$ cat src/rtl/ic_pkg.sv
package ic_pkg;
  // register word addresses
  localparam int RA_VEC  = 0;
  localparam int RA_MASK = 1;
  localparam int RA_MODE = 2;
  localparam int RA_PEND = 3;
  localparam int RA_LVL0 = 8;

  typedef enum logic [0:0] {SEQ_SCAN = 1'b0, SEQ_HOLD = 1'b1} seq_st_t;
endpackage

$ cat src/rtl/ic_reqcap.sv
module ic_reqcap #(
  parameter int NSRC = 31
) (
  input  logic            clk,
  input  logic            rst,
  input  logic [NSRC-1:0] req_in,
  input  logic [NSRC-1:0] mode,
  input  logic [NSRC-1:0] clr,
  output logic [NSRC-1:0] pend
);
  logic [NSRC-1:0] req_q, req_p, edge_q;

  always_ff @(posedge clk) begin
    if (rst) begin
      req_q  <= '0;
      req_p  <= '0;
      edge_q <= '0;
    end else begin
      req_q  <= req_in;
      req_p  <= req_q;
      // a fresh edge wins over a same-cycle clear
      edge_q <= ((edge_q & ~clr) | (req_q & ~req_p)) & ~mode;
    end
  end

  for (genvar g = 0; g < NSRC; g++) begin : g_pend
    assign pend[g] = mode[g] ? req_q[g] : edge_q[g];
  end
endmodule

$ cat src/rtl/ic_pick.sv
module ic_pick #(
  parameter int NSRC  = 31,
  parameter int LVL_W = 3,
  parameter int IDX_W = 5
) (
  input  logic [NSRC-1:0]       pend,
  input  logic [NSRC*LVL_W-1:0] lvl,
  input  logic [LVL_W-1:0]      mask,
  output logic                  found,
  output logic [IDX_W-1:0]      win_idx,
  output logic [LVL_W-1:0]      win_lvl
);
  // linear scan from index 0: strict compare keeps the lower index on ties
  always_comb begin
    found   = 1'b0;
    win_idx = '0;
    win_lvl = '1;
    for (int i = 0; i < NSRC; i++) begin
      if (pend[i] && (lvl[i*LVL_W +: LVL_W] < mask) &&
          (!found || (lvl[i*LVL_W +: LVL_W] < win_lvl))) begin
        found   = 1'b1;
        win_idx = IDX_W'(i);
        win_lvl = lvl[i*LVL_W +: LVL_W];
      end
    end
  end
endmodule

$ cat src/rtl/ic_seq.sv
module ic_seq import ic_pkg::*; #(
  parameter int          LVL_W      = 3,
  parameter int          IDX_W      = 5,
  parameter int          RES_CYCLES = 4,
  parameter logic [15:0] VEC_BASE   = 16'h0094
) (
  input  logic             clk,
  input  logic             rst,
  input  logic             found,
  input  logic [IDX_W-1:0] win_idx,
  input  logic [LVL_W-1:0] win_lvl,
  input  logic             ack,
  output logic             irq,
  output logic [15:0]      vec,
  output logic [IDX_W-1:0] acc_idx,
  output logic [LVL_W-1:0] acc_lvl
);
  localparam int CNT_W = (RES_CYCLES > 1) ? $clog2(RES_CYCLES) : 1;
  localparam logic [CNT_W-1:0] LAST = CNT_W'(RES_CYCLES - 1);

  seq_st_t          st;
  logic [CNT_W-1:0] cnt;
  logic             take;

  assign take = (st == SEQ_SCAN) && (cnt == LAST) && found;

  always_ff @(posedge clk) begin
    if (rst) begin
      st  <= SEQ_SCAN;
      cnt <= '0;
      irq <= 1'b0;
    end else if (st == SEQ_SCAN) begin
      if (cnt == LAST) begin
        cnt <= '0;
        if (found) begin
          st  <= SEQ_HOLD;
          irq <= 1'b1;
        end
      end else begin
        cnt <= cnt + 1'b1;
      end
    end else if (ack) begin
      st  <= SEQ_SCAN;
      cnt <= '0;
      irq <= 1'b0;
    end
  end

  // vector and accepted-source record carry no reset
  always_ff @(posedge clk) begin
    if (!rst && take) begin
      vec     <= VEC_BASE + 16'({win_idx, 2'b00});
      acc_idx <= win_idx;
      acc_lvl <= win_lvl;
    end
  end
endmodule

$ cat src/rtl/irq_vec_ctrl.sv
module irq_vec_ctrl import ic_pkg::*; #(
  parameter int          NSRC       = 31,
  parameter int          LVL_W      = 3,
  parameter int          ADDR_W     = 6,
  parameter int          DATA_W     = 32,   // must exceed NSRC
  parameter int          RES_CYCLES = 4,
  parameter logic [15:0] VEC_BASE   = 16'h0094
) (
  input  logic              clk,
  input  logic              rst,
  input  logic [NSRC-1:0]   req_in,
  input  logic              cpu_ie,
  input  logic              bus_rd,
  input  logic              bus_wr,
  input  logic              bus_half,
  input  logic [ADDR_W-1:0] bus_addr,
  input  logic [DATA_W-1:0] bus_wdata,
  output logic [DATA_W-1:0] bus_rdata,
  output logic              irq_out
);
  localparam int IDX_W = (NSRC > 1) ? $clog2(NSRC) : 1;
  localparam logic [ADDR_W-1:0] A_VEC  = ADDR_W'(RA_VEC);
  localparam logic [ADDR_W-1:0] A_MASK = ADDR_W'(RA_MASK);
  localparam logic [ADDR_W-1:0] A_MODE = ADDR_W'(RA_MODE);
  localparam logic [ADDR_W-1:0] A_PEND = ADDR_W'(RA_PEND);
  localparam logic [ADDR_W-1:0] A_LVL0 = ADDR_W'(RA_LVL0);

  logic [LVL_W-1:0]      mask_q;
  logic [NSRC-1:0]       mode_q;
  logic [NSRC-1:0]       pend;
  logic [NSRC-1:0]       clr;
  logic [NSRC*LVL_W-1:0] lvl_flat;
  logic                  found;
  logic [IDX_W-1:0]      win_idx, acc_idx;
  logic [LVL_W-1:0]      win_lvl, acc_lvl;
  logic [15:0]           vec;
  logic                  ack;
  logic [DATA_W-1:0]     rd_mux;
  logic [ADDR_W-1:0]     lvl_off;
  logic                  unused_wd;

  assign unused_wd = ^bus_wdata[DATA_W-1:NSRC];

  // acknowledge: halfword vector read, interrupts off, request outstanding
  assign ack = bus_rd && bus_half && !cpu_ie && irq_out && (bus_addr == A_VEC);

  for (genvar g = 0; g < NSRC; g++) begin : g_clr
    assign clr[g] = ack && (acc_idx == IDX_W'(g));
  end

  always_ff @(posedge clk) begin
    if (rst) begin
      mask_q <= '1;
    end else if (ack) begin
      mask_q <= acc_lvl;
    end else if (bus_wr && bus_addr == A_MASK) begin
      mask_q <= bus_wdata[LVL_W-1:0];
    end
  end

  always_ff @(posedge clk) begin
    if (rst) begin
      mode_q <= '0;
    end else if (bus_wr && bus_addr == A_MODE) begin
      mode_q <= bus_wdata[NSRC-1:0];
    end
  end

  for (genvar g = 0; g < NSRC; g++) begin : g_lvl
    localparam logic [ADDR_W-1:0] A_ME = ADDR_W'(RA_LVL0 + g);
    logic [LVL_W-1:0] lvl_q;
    always_ff @(posedge clk) begin
      if (rst) begin
        lvl_q <= '1;
      end else if (bus_wr && bus_addr == A_ME) begin
        lvl_q <= bus_wdata[LVL_W-1:0];
      end
    end
    assign lvl_flat[g*LVL_W +: LVL_W] = lvl_q;
  end

  ic_reqcap #(.NSRC(NSRC)) u_cap (
    .clk    (clk),
    .rst    (rst),
    .req_in (req_in),
    .mode   (mode_q),
    .clr    (clr),
    .pend   (pend)
  );

  ic_pick #(.NSRC(NSRC), .LVL_W(LVL_W), .IDX_W(IDX_W)) u_pick (
    .pend    (pend),
    .lvl     (lvl_flat),
    .mask    (mask_q),
    .found   (found),
    .win_idx (win_idx),
    .win_lvl (win_lvl)
  );

  ic_seq #(
    .LVL_W(LVL_W), .IDX_W(IDX_W), .RES_CYCLES(RES_CYCLES), .VEC_BASE(VEC_BASE)
  ) u_seq (
    .clk     (clk),
    .rst     (rst),
    .found   (found),
    .win_idx (win_idx),
    .win_lvl (win_lvl),
    .ack     (ack),
    .irq     (irq_out),
    .vec     (vec),
    .acc_idx (acc_idx),
    .acc_lvl (acc_lvl)
  );

  assign lvl_off = bus_addr - A_LVL0;

  always_comb begin
    rd_mux = '0;
    if (bus_addr == A_VEC) begin
      if (bus_half) rd_mux[15:0] = vec;
    end else if (bus_addr == A_MASK) begin
      rd_mux[LVL_W-1:0] = mask_q;
    end else if (bus_addr == A_MODE) begin
      rd_mux[NSRC-1:0] = mode_q;
    end else if (bus_addr == A_PEND) begin
      rd_mux[NSRC-1:0] = pend;
    end else if (bus_addr >= A_LVL0) begin
      for (int i = 0; i < NSRC; i++) begin
        if (lvl_off == ADDR_W'(i)) rd_mux[LVL_W-1:0] = lvl_flat[i*LVL_W +: LVL_W];
      end
    end
  end

  always_ff @(posedge clk) begin
    if (rst) begin
      bus_rdata <= '0;
    end else if (bus_rd) begin
      bus_rdata <= rd_mux;
    end
  end
endmodule

$ cat config.mk
export PLATFORM = sky130hd
export DESIGN_NAME = irq_vec_ctrl
export DESIGN_NICKNAME = d
export VERILOG_FILES = /design/src/rtl/ic_pkg.sv /design/src/rtl/ic_reqcap.sv /design/src/rtl/ic_pick.sv /design/src/rtl/ic_seq.sv /design/src/rtl/irq_vec_ctrl.sv
export SDC_FILE = /design/constraint.sdc
export NUM_CORES = 1
export LEC_CHECK = 0
export ABC_AREA = 1
export BUFFER_PORTS_ARGS = -buffer_cell sky130_fd_sc_hd__buf_2
export CAP_MARGIN = 20
export CORE_UTILIZATION = 55
export DETAILED_ROUTE_END_ITERATION = 10
export GPL_TIMING_DRIVEN = 0
export PLACE_DENSITY = 0.86
export SLEW_MARGIN = 15
export SYNTH_ARGS = -nofsm -noshare
export SYNTH_HDL_FRONTEND = slang
export SYNTH_SLANG_ARGS = --single-unit
$ cat constraint.sdc
create_clock -name clk -period 28.9 [get_ports clk]
set_input_delay 8.67 -clock clk [delete_from_list [all_inputs] [get_ports clk]]
set_output_delay 8.67 -clock clk [all_outputs]
set_load 0.005 [all_outputs]
# Yosys cells after proc, flatten, opt, wreduce, memory -nomap -nowiden
# Cells that the tools add are included.
# W data, S select, Z words.
dict set report totals {
  ff_bits 279
  latchBits 0
  ramBits 0
  rom_bits 0
  inputBits 75
  out_inout_bits 33
  wordCells 589
  n_memories 0
}
dict set report op_classes {
  addsub 3
  mul 0
  div 0
  magnitude_cmp 62
  n_eq_ne 96
  n_shift 0
  n_mux 176
  bitwise_logic 8
  reduce_logical 201
}
# cell count
set op_table {}
lappend op_table {{$mux W3} 71}
lappend op_table {{$eq A6 B5 Y1 const B} 31}
lappend op_table {{$lt A3 B3 Y1} 61}
lappend op_table {{$logic_and A1 B1 Y1} 132}
lappend op_table {{$eq A6 B4 Y1 const B} 16}
lappend op_table {{$and A31 B31 Y31} 3}
lappend op_table {{$not A31 Y31} 3}
lappend op_table {{$eq A5 B5 Y1 const B} 15}
lappend op_table {{$mux W5} 15}
lappend op_table {{$mux W1} 71}
lappend op_table {{$mux W28} 2}
lappend op_table {{$eq A6 B6 Y1 const B} 7}
lappend op_table {{$eq A5 B4 Y1 const B} 8}
lappend op_table {{$logic_not A1 Y1} 32}
lappend op_table {{$mux W16} 2}
lappend op_table {{$mux W4} 8}
lappend op_table {{$mux W31} 1}
lappend op_table {{$or A31 B31 Y31} 1}
lappend op_table {{$logic_or A1 B1 Y1} 30}
lappend op_table {{$eq A6 B2 Y1 const B} 4}
lappend op_table {{$eq A6 B3 Y1 const B} 4}
lappend op_table {{$eq A5 B3 Y1 const B} 4}
lappend op_table {{$mux W15} 1}
lappend op_table {{$eq A6 B1 Y1 const B} 2}
lappend op_table {{other kinds (14)} 22}

# Depth between registers and ports, before layout
dict set report depth {
  word_depth 126
  depth_mapped 279
  mapped_depth_nobuf 279
}

# Cells and area by module
# From an unflattened synthesis, not the netlist that was laid out.
dict set report hier_totals {
  hier_cells 2666
  area_unflattened_um2 17440.5
}
# module instances cells_per_inst area_per_inst_um2 seq_area_each_um2
set modules_own_cells {}
lappend modules_own_cells {irq_vec_ctrl 1 1057 7387.1 3163.0}
lappend modules_own_cells {ic_pick 1 1032 5607.9 0.0}
lappend modules_own_cells {ic_reqcap 1 507 3648.5 1861.8}
lappend modules_own_cells {ic_seq 1 70 797.0 530.5}

# Worst setup path after synthesis
# Ideal clock, no wire load.
dict set report synth_path {
  path_kind {reg-to-reg}
  startpoint {reg mask_q[2]}
  endpoint {reg u_seq.vec[7] (data pin)}
  setup_time_ns 0.252
  arrival_time_ns 27.050
  t_required_ns 28.648
  slack_ns 1.598
  stages_incl_launch_ff 249
  n_path_buf 0
  synth_period_minus_slack_ns 27.302
  cell_sequence {dfxtp_1 > inv_1 > ha_1 > nand2_1 > nand2_4 > nor2_4 > nand2_1 > nor2_1 > ha_1 > inv_1 > a21oi_1 > nand2_1 > nand2_2 > nand2_4 > nand2_4 > o21ai_0 > ha_1 > nand2_1 > [... 213 more ...] > ha_1 > nand2_1 > inv_1 > nand2_1 > nand2_1 > nand2_2 > nand2_2 > nand2_1 > o21ai_2 > ha_1 > a21oi_1 > nand2_1 > nand2_2 > nand2_4 > o211ai_2 > nand2_2 > nor2_2 > inv_1}
}
dict set report synth_between {
  elab_chain_cells 124
  elab_cells_between_ends 273
  cone_classes {add/sub: 1; order compare: 61; mux: 90; reduce/logical: 121}
}
# element line
set synth_rtl {}
lappend synth_rtl {{from (decl)} irq_vec_ctrl.sv:28} ;# logic [LVL_W-1:0] mask_q;
lappend synth_rtl {{from (signal assigned)} irq_vec_ctrl.sv:55} ;# mask_q <= acc_lvl;
lappend synth_rtl {{from (signal assigned)} irq_vec_ctrl.sv:57} ;# mask_q <= bus_wdata[LVL_W-1:0];
lappend synth_rtl {{$lt A3 B3 Y1} ic_pick.sv:19} ;# if (pend[i] && (lvl[i*LVL_W +: LVL_W] < mask) &&
lappend synth_rtl {{$logic_and A1 B1 Y1} ic_pick.sv:19}
lappend synth_rtl {{$mux W3 or $mux W1 (tied branches)} ic_pick.sv:19}
lappend synth_rtl {{$lt A3 B3 Y1 or $logic_not A1 Y1 (tied branches)} ic_pick.sv:20} ;# (!found || (lvl[i*LVL_W +: LVL_W] < win_lvl))) begin
lappend synth_rtl {{$logic_or A1 B1 Y1} ic_pick.sv:20}
lappend synth_rtl {{$logic_and A1 B1 Y1} ic_pick.sv:19}
lappend synth_rtl {{$mux W3 or $mux W1 (tied branches)} ic_pick.sv:19}
lappend synth_rtl {{$lt A3 B3 Y1 or $logic_not A1 Y1 (tied branches)} ic_pick.sv:20}
lappend synth_rtl {{[... 108 more ...]} -}
lappend synth_rtl {{$logic_or A1 B1 Y1} ic_pick.sv:20}
lappend synth_rtl {{$logic_and A1 B1 Y1} ic_pick.sv:19}
lappend synth_rtl {{$mux W3 or $mux W1 (tied branches)} ic_pick.sv:19}
lappend synth_rtl {{$lt A3 B3 Y1 or $logic_not A1 Y1 (tied branches)} ic_pick.sv:20}
lappend synth_rtl {{$logic_or A1 B1 Y1} ic_pick.sv:20}
lappend synth_rtl {{$logic_and A1 B1 Y1} ic_pick.sv:19}
lappend synth_rtl {{$mux W5 *} ic_pick.sv:19}
lappend synth_rtl {{$add A8 B7 Y9 *} ic_seq.sv:52} ;# vec <= VEC_BASE + 16'({win_idx, 2'b00});
lappend synth_rtl {{to (signal assigned)} ic_seq.sv:52}
lappend synth_rtl {{to (decl)} ic_seq.sv:14} ;# output logic [15:0] vec,
# Every way passes the cells marked *; elsewhere a longest branch is shown, timed or not.
# A chain may end at the register's enable or synchronous reset.

# Final worst setup path
# Same ends and word-level chain as after synthesis.

==> impl_metrics.ini <==
[setup_path]
path_max_fanout = 8
cell_family_with_most_cp_delay = simple AND/OR/NAND/NOR gates
timing.critical_path.arrival_ps = 27740
worstSetupPathDepth = 259
crit_path_frequent_cell = nand2_1
rr_endpoint = u_seq.vec[7]
timing.critical_path.from_type = register
critical_path.max_stage_delay_ps = 370
worst_path_max_delay_cell = dfxtp_4
critical_path_buf_inv_count = 33
regToRegStartpoint = mask_q[2]
setup.worst_path.end = u_seq.vec[7]
ff2ff_path_depth = 259
crit_required_ps = 29200
r2r_setup_slack_ps = 1470
setup.worst_path.class = register to register
crit_path_end_kind = register
setup.worst_path.start = mask_q[2]

[grt]
global_route.overflow_total = 0
grt_first_pass_wirelength_um = 81320
first_global_vias = 15960
grt_antenna_before_repair = 0
gr-usage-all-layers = 0.3265
grt_start_max_net_pins = 17

[detailed_routing]
drt_iter0_drc = 1696
route.detailed.vias_per_inst = 5.761
drt-pass1-iter-count = 7
drcViolationCount = 0
detailroute.via_count = 17820
postRouteWirelength_um = 53810
route.antenna.remaining_nets = 0
avgRoutedWirePerCell_um = 17.40

[placed_design]
gp_routability_congestion = 0.9825
dp_hpwl_um = 39900
placement.cell_area_mm2 = 0.01780
numPortBuffers = 101
place_inst = 2968
pre_cts_ws_ps = -1797

[die]
die_area_mm2 = 0.03110
initial_core_util = 0.5611
num_rows = 63
floorplan.io_pins = 108
fp.coreArea_mm2 = 0.02980
chipHeight_um = 176.4
die-width_um = 176.4

[clocking]
cts.htree.levels = 1
clockRootBuffer = clkbuf_16
cts.clk_slew.worst_paths_ps = 60
clk_latency_ps = 540
cts-buffers-inserted = 26
clock_tree_from_tritoncts = yes
cts.sinks = 270
holdBufCountCts = 0
ctsLongestPathBuffers = 3

[synthesis]
post_synth_inst_count = 2471
dominantRegCellSynth = dfxtp_1
synth.avg_cell_area_um2 = 6.766
post_synth_main_area_contributors = dfxtp_1 31%, nand2_1 12%, ha_1 7.3%
netlist_area_before_placement_mm2 = 0.01672
leading_cell_type_by_number_of_instances_after_synthesis = nand2_1
synth_edf_count = 15
yosys.area.top_type_share = 0.3053
yosys.area.top_type = dfxtp_1
sequential_cell_area_fraction_in_the_yosys_report = 0.3323
synth_cell_type_count = 46
mappedNetlistNets = 2643
synthesis.yosys.warnings = 0
ranking_of_synthesized_cells_by_instance_count = 513 x nand2_1, 316 x inv_1, 313 x nor2_1, 255 x dfxtp_1, 191 x o21ai_0
synth-seq-cells = 270
asyncSetResetFlopFracSynth = 0

[finish]
num-nets-final = 2856
multiInputGateArea_mm2 = 0.01049
filler_cell_count = 2430
n_antenna_cell = 0
final_std_cells_w_o_fill = 3093
post_layout_instance_area_mm2 = 0.02036
register_area_mm2 = 0.005563
final_layout_size_suffix_gt1_frac = 0.1694
synthToLayoutAreaGrowth_pct = 21.77

[pwr]
power_density_mw_per_mm2 = 43.53
cellLeakagePower_uw = 0.009550
irDropWorstVdd_mv = 0.05077

[timing]
report.final.setup_viol = 0
worst_pin_slew_ps = 1311
max_freq_ghz = 0.03645
final_cycle_share = 0.9493
report.final.slew_viol_count = 0
timing_hold_violations_final = 0
finalClockSkew_ps = 9.821
min_clock_period_post_route_ps = 27430
worst_relative_slew_slack = 0.1034
final.setup.worst_slack_ps = 1465

[hold_path]
hold_path_class = register to register

[run]
timing.max_cap.violations = 0

[status]
status = complete, no violations
[cell usage in the layout (no fill, tap or decap), types with 70 or more instances in the layout]
| master | Yosys | final |
|---|---|---|
| nand3_1 | 172 | 171 |
| dfxtp_1 | 255 | 253 |
| o211ai_1 | 96 | 96 |
| nand2_1 | 513 | 472 |
| o21ai_0 | 191 | 163 |
| nor2_1 | 313 | 312 |
| buf_4 | 1 | 70 |
| inv_1 | 316 | 314 |
| ha_1 | 97 | 77 |
| clkbuf_1 | 66 | 70 |
| buf_2 | 0 | 101 |
| a21oi_1 | 146 | 145 |
[what timing repair did]
action / 4_1_cts / 5_1_grt
hold endpoints to repair: 0 / 0
pin swaps: 0 / 81
gates cloned: 1 / 0
gates resized for setup: 23 / 188
setup endpoints to repair: 15 / 15
setup buffers: 0 / 70
[per-layer routing]
layer	GRT usage	wire length [µm]	vias up
li1	-	-	8556
met1	0.4275	21770	8265
met2	0.5469	25350	843
met3	0.04091	4525	155
met4	0.1254	2169	0
met5	0	0	-
[worst min-delay path by stage]
stage	from	to	slack [ps]	cells after the start
6_report	u_cap.req_q[30]	u_cap.req_p[30]	460	2
5_1_grt	u_cap.req_q[0]	u_cap.req_p[0]	460	2
4_1_cts	u_cap.req_q[0]	u_cap.req_p[0]	450	2
3_5_place_dp	u_cap.req_q[0]	u_cap.req_p[0]	440	2
3_3_place_gp	u_cap.req_q[28]	u_cap.req_p[28]	440	2
2_1_floorplan	u_cap.req_q[0]	u_cap.req_p[0]	410	2
[flip-flops by register name, indices dropped and copies added, names as in the netlist]
name / flops
g_lvl.lvl_q: 93
bus_rdata: 31
mode_q: 31
u_cap.edge_q: 31
u_cap.req_p: 31
u_cap.req_q: 31
u_seq.vec: 7
u_seq.acc_idx: 5
mask_q: 3
u_seq.acc_lvl: 3
u_seq.cnt: 2
u_seq.irq: 1
u_seq.st: 1
[where the power goes]
part	switching, µW	internal, µW	total [µW]	leakage (µW)
Clock	150	216	366	0.000448
Sequential	5.75	386	392	0.00222
Combinational	84.4	44.3	129	0.00689
Total	240	646	886	0.00955
[cell type report]
type,count,area share
clock buffer,36,0.03835
timing repair buffer,185,0.05752
tap,390,0.02397
multi-input combinational,1771,0.5154
clock inverter,11,0.007006
sequential,270,0.2732
buffer,71,0.01327
inverter,359,0.07129
[cell families after synthesis]
| kind of cell | after synthesis | share of synthesized area |
|---|---|---|
| AO/OA/AOI/OAI | 488 | 0.1709 |
| XOR/XNOR | 2 | 0.001048 |
| adder cells (fa/ha/maj) | 97 | 0.07259 |
| buffers and inverters | 430 | 0.1024 |
| flip-flops | 270 | 0.3323 |
| other | 1 | 0.0002243 |
| AND/OR/NAND/NOR | 1183 | 0.3206 |
[per-stage QoR]
step / total power [µW] / setup TNS, ps / util / hold WS, ps
2_1_floorplan: 475.8 / 0 / - / 414.2
3_3_place_gp: 506.1 / -27230 / 0.5945 / 441.8
3_5_place_dp: 510.0 / -23800 / 0.5974 / 442.9
4_1_cts: 868.3 / 0 / 0.6298 / 451.8
5_1_grt: 913.6 / -5119 / 0.6833 / 464.2
6_report: 886.2 / 0 / 0.6833 / 457.3
[worst register-to-register path, delay by kind of cell (launching register included)]
family,cells,cell delay (ps)
DFF,1,370
and+or+nand+nor,164,12370
buffers and inverters,33,1810
AOI/OAI and AO/OA,31,5090
adders and majority gates,31,7570
(Power assumes the default switching activity.)
